--- src/rtl/int_alu_pkg.sv ---
package int_alu_pkg;
    localparam int XLEN = 32;
    localparam int OPW  = 6;
    localparam int SHW  = $clog2(XLEN);
    localparam int CNTW = SHW + 1;

    localparam logic [OPW-1:0] OP_OR    = 6'd1;
    localparam logic [OPW-1:0] OP_AND   = 6'd2;
    localparam logic [OPW-1:0] OP_XOR   = 6'd3;
    localparam logic [OPW-1:0] OP_ADD   = 6'd4;
    localparam logic [OPW-1:0] OP_SUB   = 6'd5;
    localparam logic [OPW-1:0] OP_MULLO = 6'd6;
    localparam logic [OPW-1:0] OP_MULHS = 6'd7;
    localparam logic [OPW-1:0] OP_MULHU = 6'd8;
    localparam logic [OPW-1:0] OP_SRA   = 6'd9;
    localparam logic [OPW-1:0] OP_SRL   = 6'd10;
    localparam logic [OPW-1:0] OP_SLL   = 6'd11;
    localparam logic [OPW-1:0] OP_LZC   = 6'd12;
    localparam logic [OPW-1:0] OP_TZC   = 6'd13;
    localparam logic [OPW-1:0] OP_SEQ   = 6'd14;
    localparam logic [OPW-1:0] OP_SNE   = 6'd15;
    localparam logic [OPW-1:0] OP_SGT   = 6'd16;
    localparam logic [OPW-1:0] OP_SGE   = 6'd17;
    localparam logic [OPW-1:0] OP_SLT   = 6'd18;
    localparam logic [OPW-1:0] OP_SLE   = 6'd19;
    localparam logic [OPW-1:0] OP_UGT   = 6'd20;
    localparam logic [OPW-1:0] OP_UGE   = 6'd21;
    localparam logic [OPW-1:0] OP_ULT   = 6'd22;
    localparam logic [OPW-1:0] OP_ULE   = 6'd23;
    localparam logic [OPW-1:0] OP_COPY  = 6'd32;
    localparam logic [OPW-1:0] OP_SXB   = 6'd43;
    localparam logic [OPW-1:0] OP_SXH   = 6'd44;

    typedef enum logic [2:0] {
        GRP_NONE  = 3'd0,
        GRP_BASIC = 3'd1,
        GRP_MUL   = 3'd2,
        GRP_SHIFT = 3'd3,
        GRP_COUNT = 3'd4,
        GRP_CMP   = 3'd5
    } unit_grp_e;
endpackage

--- src/rtl/alu_op_decode.sv ---
module alu_op_decode
    import int_alu_pkg::*;
(
    input  logic [OPW-1:0] op_code,
    output unit_grp_e      grp_sel,
    output logic           illegal
);
    always_comb begin
        grp_sel = GRP_NONE;
        unique case (op_code)
            OP_OR, OP_AND, OP_XOR, OP_ADD, OP_SUB,
            OP_COPY, OP_SXB, OP_SXH:              grp_sel = GRP_BASIC;
            OP_MULLO, OP_MULHS, OP_MULHU:         grp_sel = GRP_MUL;
            OP_SRA, OP_SRL, OP_SLL:               grp_sel = GRP_SHIFT;
            OP_LZC, OP_TZC:                       grp_sel = GRP_COUNT;
            OP_SEQ, OP_SNE, OP_SGT, OP_SGE, OP_SLT, OP_SLE,
            OP_UGT, OP_UGE, OP_ULT, OP_ULE:       grp_sel = GRP_CMP;
            default:                              grp_sel = GRP_NONE;
        endcase
    end
    assign illegal = (grp_sel == GRP_NONE);
endmodule

--- src/rtl/alu_basic_unit.sv ---
module alu_basic_unit
    import int_alu_pkg::*;
#(
    parameter int W = XLEN
) (
    input  logic [OPW-1:0] op_code,
    input  logic [W-1:0]   a,
    input  logic [W-1:0]   b,
    output logic [W-1:0]   y
);
    localparam int BYTE_W = 8;
    localparam int HALF_W = 16;

    always_comb begin
        y = '0;
        unique case (op_code)
            OP_OR:   y = a | b;
            OP_AND:  y = a & b;
            OP_XOR:  y = a ^ b;
            OP_ADD:  y = a + b;
            OP_SUB:  y = a - b;
            OP_COPY: y = a;
            OP_SXB:  y = {{(W-BYTE_W){a[BYTE_W-1]}}, a[BYTE_W-1:0]};
            OP_SXH:  y = {{(W-HALF_W){a[HALF_W-1]}}, a[HALF_W-1:0]};
            default: y = '0;
        endcase
    end
endmodule

--- src/rtl/alu_mul_unit.sv ---
module alu_mul_unit
    import int_alu_pkg::*;
#(
    parameter int W = XLEN
) (
    input  logic [OPW-1:0] op_code,
    input  logic [W-1:0]   a,
    input  logic [W-1:0]   b,
    output logic [W-1:0]   y
);
    localparam int PW = 2 * W;

    logic [PW-1:0] prod_s;
    logic [PW-1:0] prod_u;

    assign prod_s = {{W{a[W-1]}}, a} * {{W{b[W-1]}}, b};
    assign prod_u = {{W{1'b0}}, a} * {{W{1'b0}}, b};

    always_comb begin
        y = '0;
        unique case (op_code)
            OP_MULLO: y = prod_u[W-1:0];
            OP_MULHS: y = prod_s[PW-1:W];
            OP_MULHU: y = prod_u[PW-1:W];
            default:  y = '0;
        endcase
    end
endmodule

--- src/rtl/alu_shift_count_unit.sv ---
module alu_shift_count_unit
    import int_alu_pkg::*;
#(
    parameter int W = XLEN
) (
    input  logic [OPW-1:0]         op_code,
    input  logic [W-1:0]           a,
    input  logic [$clog2(W)-1:0]   sh_amt,
    output logic [W-1:0]           y_shift,
    output logic [W-1:0]           y_count
);
    localparam int CW = $clog2(W) + 1;

    logic [CW-1:0] lead_z;
    logic [CW-1:0] trail_z;

    always_comb begin
        lead_z = CW'(W);
        for (int i = 0; i < W; i++) begin
            if (a[i]) lead_z = CW'(W - 1 - i);
        end
    end

    always_comb begin
        trail_z = CW'(W);
        for (int i = W - 1; i >= 0; i--) begin
            if (a[i]) trail_z = CW'(i);
        end
    end

    always_comb begin
        y_shift = '0;
        unique case (op_code)
            OP_SRA:  y_shift = W'($signed(a) >>> sh_amt);
            OP_SRL:  y_shift = a >> sh_amt;
            OP_SLL:  y_shift = a << sh_amt;
            default: y_shift = '0;
        endcase
    end

    always_comb begin
        y_count = '0;
        unique case (op_code)
            OP_LZC:  y_count = W'(lead_z);
            OP_TZC:  y_count = W'(trail_z);
            default: y_count = '0;
        endcase
    end
endmodule

--- src/rtl/alu_cmp_unit.sv ---
module alu_cmp_unit
    import int_alu_pkg::*;
#(
    parameter int W = XLEN
) (
    input  logic [OPW-1:0] op_code,
    input  logic [W-1:0]   a,
    input  logic [W-1:0]   b,
    output logic [W-1:0]   y
);
    logic eq, s_lt, u_lt, hit;

    assign eq   = (a == b);
    assign s_lt = ($signed(a) < $signed(b));
    assign u_lt = (a < b);

    always_comb begin
        hit = 1'b0;
        unique case (op_code)
            OP_SEQ:  hit = eq;
            OP_SNE:  hit = !eq;
            OP_SGT:  hit = !s_lt && !eq;
            OP_SGE:  hit = !s_lt;
            OP_SLT:  hit = s_lt;
            OP_SLE:  hit = s_lt || eq;
            OP_UGT:  hit = !u_lt && !eq;
            OP_UGE:  hit = !u_lt;
            OP_ULT:  hit = u_lt;
            OP_ULE:  hit = u_lt || eq;
            default: hit = 1'b0;
        endcase
    end
    assign y = {{(W-1){1'b0}}, hit};
endmodule

--- src/rtl/int_lane_alu.sv ---
module int_lane_alu
    import int_alu_pkg::*;
(
    input  logic [OPW-1:0]  op_code,
    input  logic [XLEN-1:0] opnd_a,
    input  logic [XLEN-1:0] opnd_b,
    output logic [XLEN-1:0] result,
    output logic            illegal_op
);
    unit_grp_e       grp_sel;
    logic [XLEN-1:0] y_basic, y_mul, y_shift, y_count, y_cmp;

    alu_op_decode u_dec (
        .op_code (op_code),
        .grp_sel (grp_sel),
        .illegal (illegal_op)
    );

    alu_basic_unit #(.W(XLEN)) u_basic (
        .op_code (op_code), .a(opnd_a), .b(opnd_b), .y(y_basic)
    );

    alu_mul_unit #(.W(XLEN)) u_mul (
        .op_code (op_code), .a(opnd_a), .b(opnd_b), .y(y_mul)
    );

    alu_shift_count_unit #(.W(XLEN)) u_shc (
        .op_code (op_code),
        .a       (opnd_a),
        .sh_amt  (opnd_b[SHW-1:0]),
        .y_shift (y_shift),
        .y_count (y_count)
    );

    alu_cmp_unit #(.W(XLEN)) u_cmp (
        .op_code (op_code), .a(opnd_a), .b(opnd_b), .y(y_cmp)
    );

    always_comb begin
        result = '0;
        unique case (grp_sel)
            GRP_BASIC: result = y_basic;
            GRP_MUL:   result = y_mul;
            GRP_SHIFT: result = y_shift;
            GRP_COUNT: result = y_count;
            GRP_CMP:   result = y_cmp;
            default:   result = '0;
        endcase
    end
endmodule

--- config.mk ---
export PLATFORM = sky130hd
export DESIGN_NAME = int_lane_alu
export DESIGN_NICKNAME = d
export VERILOG_FILES = /design/src/rtl/int_alu_pkg.sv /design/src/rtl/alu_op_decode.sv /design/src/rtl/alu_basic_unit.sv /design/src/rtl/alu_mul_unit.sv /design/src/rtl/alu_shift_count_unit.sv /design/src/rtl/alu_cmp_unit.sv /design/src/rtl/int_lane_alu.sv
export SDC_FILE = /design/constraint.sdc
export NUM_CORES = 2
export LEC_CHECK = 0
export ABC_AREA = 0
export BUFFER_PORTS_ARGS = -buffer_cell sky130_fd_sc_hd__buf_4
export CAP_MARGIN = 15
export CORE_ASPECT_RATIO = 2
export CORE_MARGIN = 2
export CORE_UTILIZATION = 65
export DETAILED_ROUTE_END_ITERATION = 12
export MAX_ROUTING_LAYER = met4
export PLACE_DENSITY = 0.89
export SLEW_MARGIN = 20
export SYNTH_ARGS = -nofsm -noshare
export SYNTH_HDL_FRONTEND = slang
export SYNTH_SLANG_ARGS = --single-unit
--- constraint.sdc ---
create_clock -name vclk -period 16.5
set_input_delay 3.3 -clock vclk [all_inputs]
set_output_delay 3.3 -clock vclk [all_outputs]
set_load 0.02 [all_outputs]
==> results.py, run 1 <==
metrics = {
    "floorplan": {
        "io_pins": 103,
        "die_width_um": 219,
        "die-height_um": 433,
        "row_count": 157,
        "start_util_pct": 65.5,
    },
    "synth": {
        "synth_top_area_share_pct": 49.3,
        "synthCells": 6942,
        "ys_warn_count": 0,
        "synth_cell_type_count": 105,
        "synth_top_area_cell": "fa_1",
        "synth.area.top_cells": "fa_1 49%, inv_1 10%, ha_1 10%",
        "synth_fp_nets": 8967,
        "synth_area_um2": 59800,
        "synth_area_per_cell_um2": 8.62,
        "synth-seq-area-share_pct": 0,
    },
    "run_status": {
        "outcome": "aborted with a tool error",
        "error": "[ERROR GRT-0116] Global routing finished with congestion. Check the congestion regions in the DRC Viewer.",
        "stop_stage": "global routing",
    },
    "global_routing": {
        "gr-total-overflow": 591,
        "grt_max_degree": 50,
        "groute.usage.overall_pct": 78.9,
        "grt_pass1_vias": 70160,
        "grt_pass1_wl_um": 521000,
    },
    "place": {
        "place_inst": 8171,
        "gp_congestion": 1.18,
        "hpwlAfterDp_um": 242000,
        "place.port_buffers": 103,
    },
    "clock_tree": {
        "hold_buffers": 0,
        "cts_setup_buffers": 0,
        "post_cts_resize_count": 0,
    },
}
-- Yosys cell counts (20+ instances only) --
cell type and instances:
inv_1 1659, fa_1 1473, nor2_1 758, nand2_1 704, ha_1 482, a21oi_1 235, clkbuf_1 225, o21ai_0 150
buf_1 100, a21o_1 73, mux2i_1 67, xnor2_1 66, a211oi_1 50, nand3_1 49, nor3_1 49, o211ai_1 36
mux4_2 34, a221oi_1 33, a22oi_1 33, nand4_1 32, xor2_1 31, o21bai_1 30, a31oi_1 28, nand2b_1 28
o21a_1 26, o221ai_1 26, clkinv_1 25, o22ai_1 23, o31ai_1 23, a2111oi_0 20, buf_2 20, mux2_2 20
-- per-stage QoR --
step                      area (um^2)  setup WS [ps]
after detailed placement        63000            313
after CTS                       63000            262
after global placement          63000            265
after floorplan                 59800           1480
-- cell families after synthesis --
| logic type | count (synthesis) | synth area share (%) |
|---|---|---|
| AOI/OAI and AO/OA | 953 | 11.1 |
| adders and majority gates | 1955 | 59.4 |
| and+or+nand+nor | 1771 | 12.4 |
| muxes | 121 | 2.78 |
| xor gates and xnor gates | 98 | 1.46 |
| buffers and inverters | 2044 | 12.9 |
-- metal layers --
metal	overflow	track usage (%)
met5	-	-
met4	225	82.7
met3	14	56.1
met2	346	96.5
met1	6	76.7
==> inputs of run 2 (changes only) <==
- CORE_ASPECT_RATIO: 2 -> unset
- CORE_UTILIZATION: 65 -> 40
- MAX_ROUTING_LAYER: met4 -> unset
- PLACE_DENSITY: 0.89 -> unset
- PLACE_DENSITY_LB_ADDON: unset -> 0.15
==> run 2 against run 1 <==
Synthesized cell count stayed put. Synthesized area is the same. The run now ends clean.
==> results.py, run 2 <==
metrics = {
    "finish": {
        "nFillCells": 15069,
        "regArea_um2": 0,
        "layout-drive-gt1-share_pct": 6.48,
        "nets": 8925,
        "clock_buffers": 0,
        "final_cell_mix": "1657 x inv_1, 1472 x fa_1, 752 x nor2_1",
        "final_common_cell": "inv_1",
        "design.seq.count": 0,
        "areaGrowthSynthToFinish_pct": 5.86,
    },
    "place": {
        "gp_congestion": 1.04,
        "hpwlAfterDp_um": 229000,
        "place.port_buffers": 103,
        "pre_cts_slack_ps": 82.7,
    },
    "synth": {
        "synth.top_cells.by_count": "1659 x inv_1, 1473 x fa_1, 758 x nor2_1",
        "synth_area_um2": 59800,
        "synth.area.top_cells": "fa_1 49%, inv_1 10%, ha_1 10%",
        "synth-seq-area-share_pct": 0,
        "synth_top_area_share_pct": 49.3,
        "synth_cell_type_count": 105,
        "synth_top_area_cell": "fa_1",
        "synth_area_per_cell_um2": 8.62,
        "yosysMostFrequentCell": "inv_1",
        "ys_warn_count": 0,
        "synth_fp_nets": 8967,
        "synthCells": 6942,
    },
    "setup_path": {
        "worstPathMaxFanout": 16,
        "startpoint": "opnd_a[12]",
        "end_kind": "output port",
        "setup.worst_path.start_class": "primary input",
        "timing.critical_path.arrival_ps": 12940,
        "worstSetupPathType": "primary input to output port",
        "worstPathRequired_ps": 13200,
    },
    "timing": {
        "hold_viol_final": 0,
        "max-slew-margin-rel_pct": 17.7,
        "drv_slew": 0,
        "finalSetupViolCount": 0,
        "fin_crit_sh_pct": 98.4,
        "worst_pin_slew_ps": 1220,
        "fin_crit_ps": 16240,
        "setup_ws_ps": 263,
        "fin_setup_tns_ps": 0,
        "fmax_mhz": 61.6,
        "rsz0062_at_grt": "no",
    },
    "route": {
        "route.detailed.drc": 0,
        "ant_nets": 0,
        "routed_wl_um": 273000,
        "viasPerCell": 5.84,
        "vias": 51653,
        "wl_per_cell_um": 30.9,
        "drt_iter0_drc": 5348,
        "drtPass1Iterations": 6,
    },
    "worst_hold_path": {
        "min_from": "op_code[4]",
        "hold_path_class": "primary input to output port",
    },
    "floorplan": {
        "core_area_um2": 148000,
        "start_util_pct": 40.4,
        "die-height_um": 391,
        "io_pins": 103,
        "die_width_um": 391,
        "row_count": 141,
        "dieArea_um2": 153000,
    },
    "run_status": {
        "outcome": "finished clean",
    },
    "global_routing": {
        "gr-total-overflow": 0,
        "groute.usage.overall_pct": 36.1,
        "grt_pass1_vias": 53989,
        "antenna_found_initial": 24,
        "grt_max_degree": 54,
        "grt_pass1_wl_um": 392000,
    },
    "run": {
        "max-cap-violations": 0,
    },
}
-- run 2: cell counts after synthesis --
Identical to the previous run, type by type.
-- run 2: area by class of cell --
| cell class | instances | area, um^2 | share of cell area [%] |
|---|---|---|---|
| diodes | 12 | 30.0 | 0.0474 |
| inverters | 1692 | 6360 | 10.0 |
| multi-input cells | 4898 | 52100 | 82.3 |
| well taps | 1930 | 2410 | 3.81 |
| repair buffers | 308 | 2370 | 3.75 |
-- run 2: worst max-delay path, stage by stage --
cell	delay [ps]
buf_4	360
clkinv_1	560
buf_4	420
nor2_1	180
fa_1	460
fa_1	520
inv_1	50
fa_1	560
inv_1	70
fa_1	470
fa_1	500
fa_1	590
fa_1	450
fa_1	480
ha_1	370
a41o_1	270
a221oi_1	550
o21ba_2	220
o31ai_2	140
o41ai_4	600
a21oi_1	230
a221o_1	420
nor3b_1	160
o21ai_1	300
o2111ai_1	270
buf_4	240
buf_4	160
-- run 2: kinds of logic after synthesis --
logic type,after synthesis,synth area share [%]
AND/OR/NAND/NOR,1771,12.4
AO/OA/AOI/OAI,953,11.1
adder cells (fa/ha/maj),1955,59.4
XOR/XNOR,98,1.46
buffers and inverters,2044,12.9
multiplexers,121,2.78
-- run 2: metal layers --
| layer | part of all wire, % | global-route usage (%) |
|---|---|---|
| met2 | 45 | 56.7 |
| met4 | 7.7 | 21.4 |
| met1 | 39 | 47.1 |
| met3 | 8.7 | 5.84 |
| met5 | 0.049 | 0 |
-- run 2: worst paths after layout --
path	endpoint	slack, ps	depth (start not counted)
hold / removal	illegal_op	7240	3
setup / recovery	result[16]	260	27
-- run 2: repair_timing --
action / 4_1_cts / 5_1_grt
endpoints found under the setup margin: 0 / 2
hold buffers: 0 / 0
resized for setup: 0 / 5
setup buffers: 0 / 4
-- run 2: metrics by stage --
stage          hold WS (ps)  utilization (%)  cells  instance area (um^2)
2_1_floorplan          7040                -   6942                 59800
5_1_grt                7230             42.8   8829                 63300
6_report               7240             42.8   8840                 63300
3_3_place_gp           7230             42.7   8824                 63200
4_1_cts                7230             42.7   8824                 63200
3_5_place_dp           7230             42.7   8824                 63200
Power of run 2 is not shown: default switching activity piles up to over one toggle a cycle in this logic, so the estimate is an artifact.
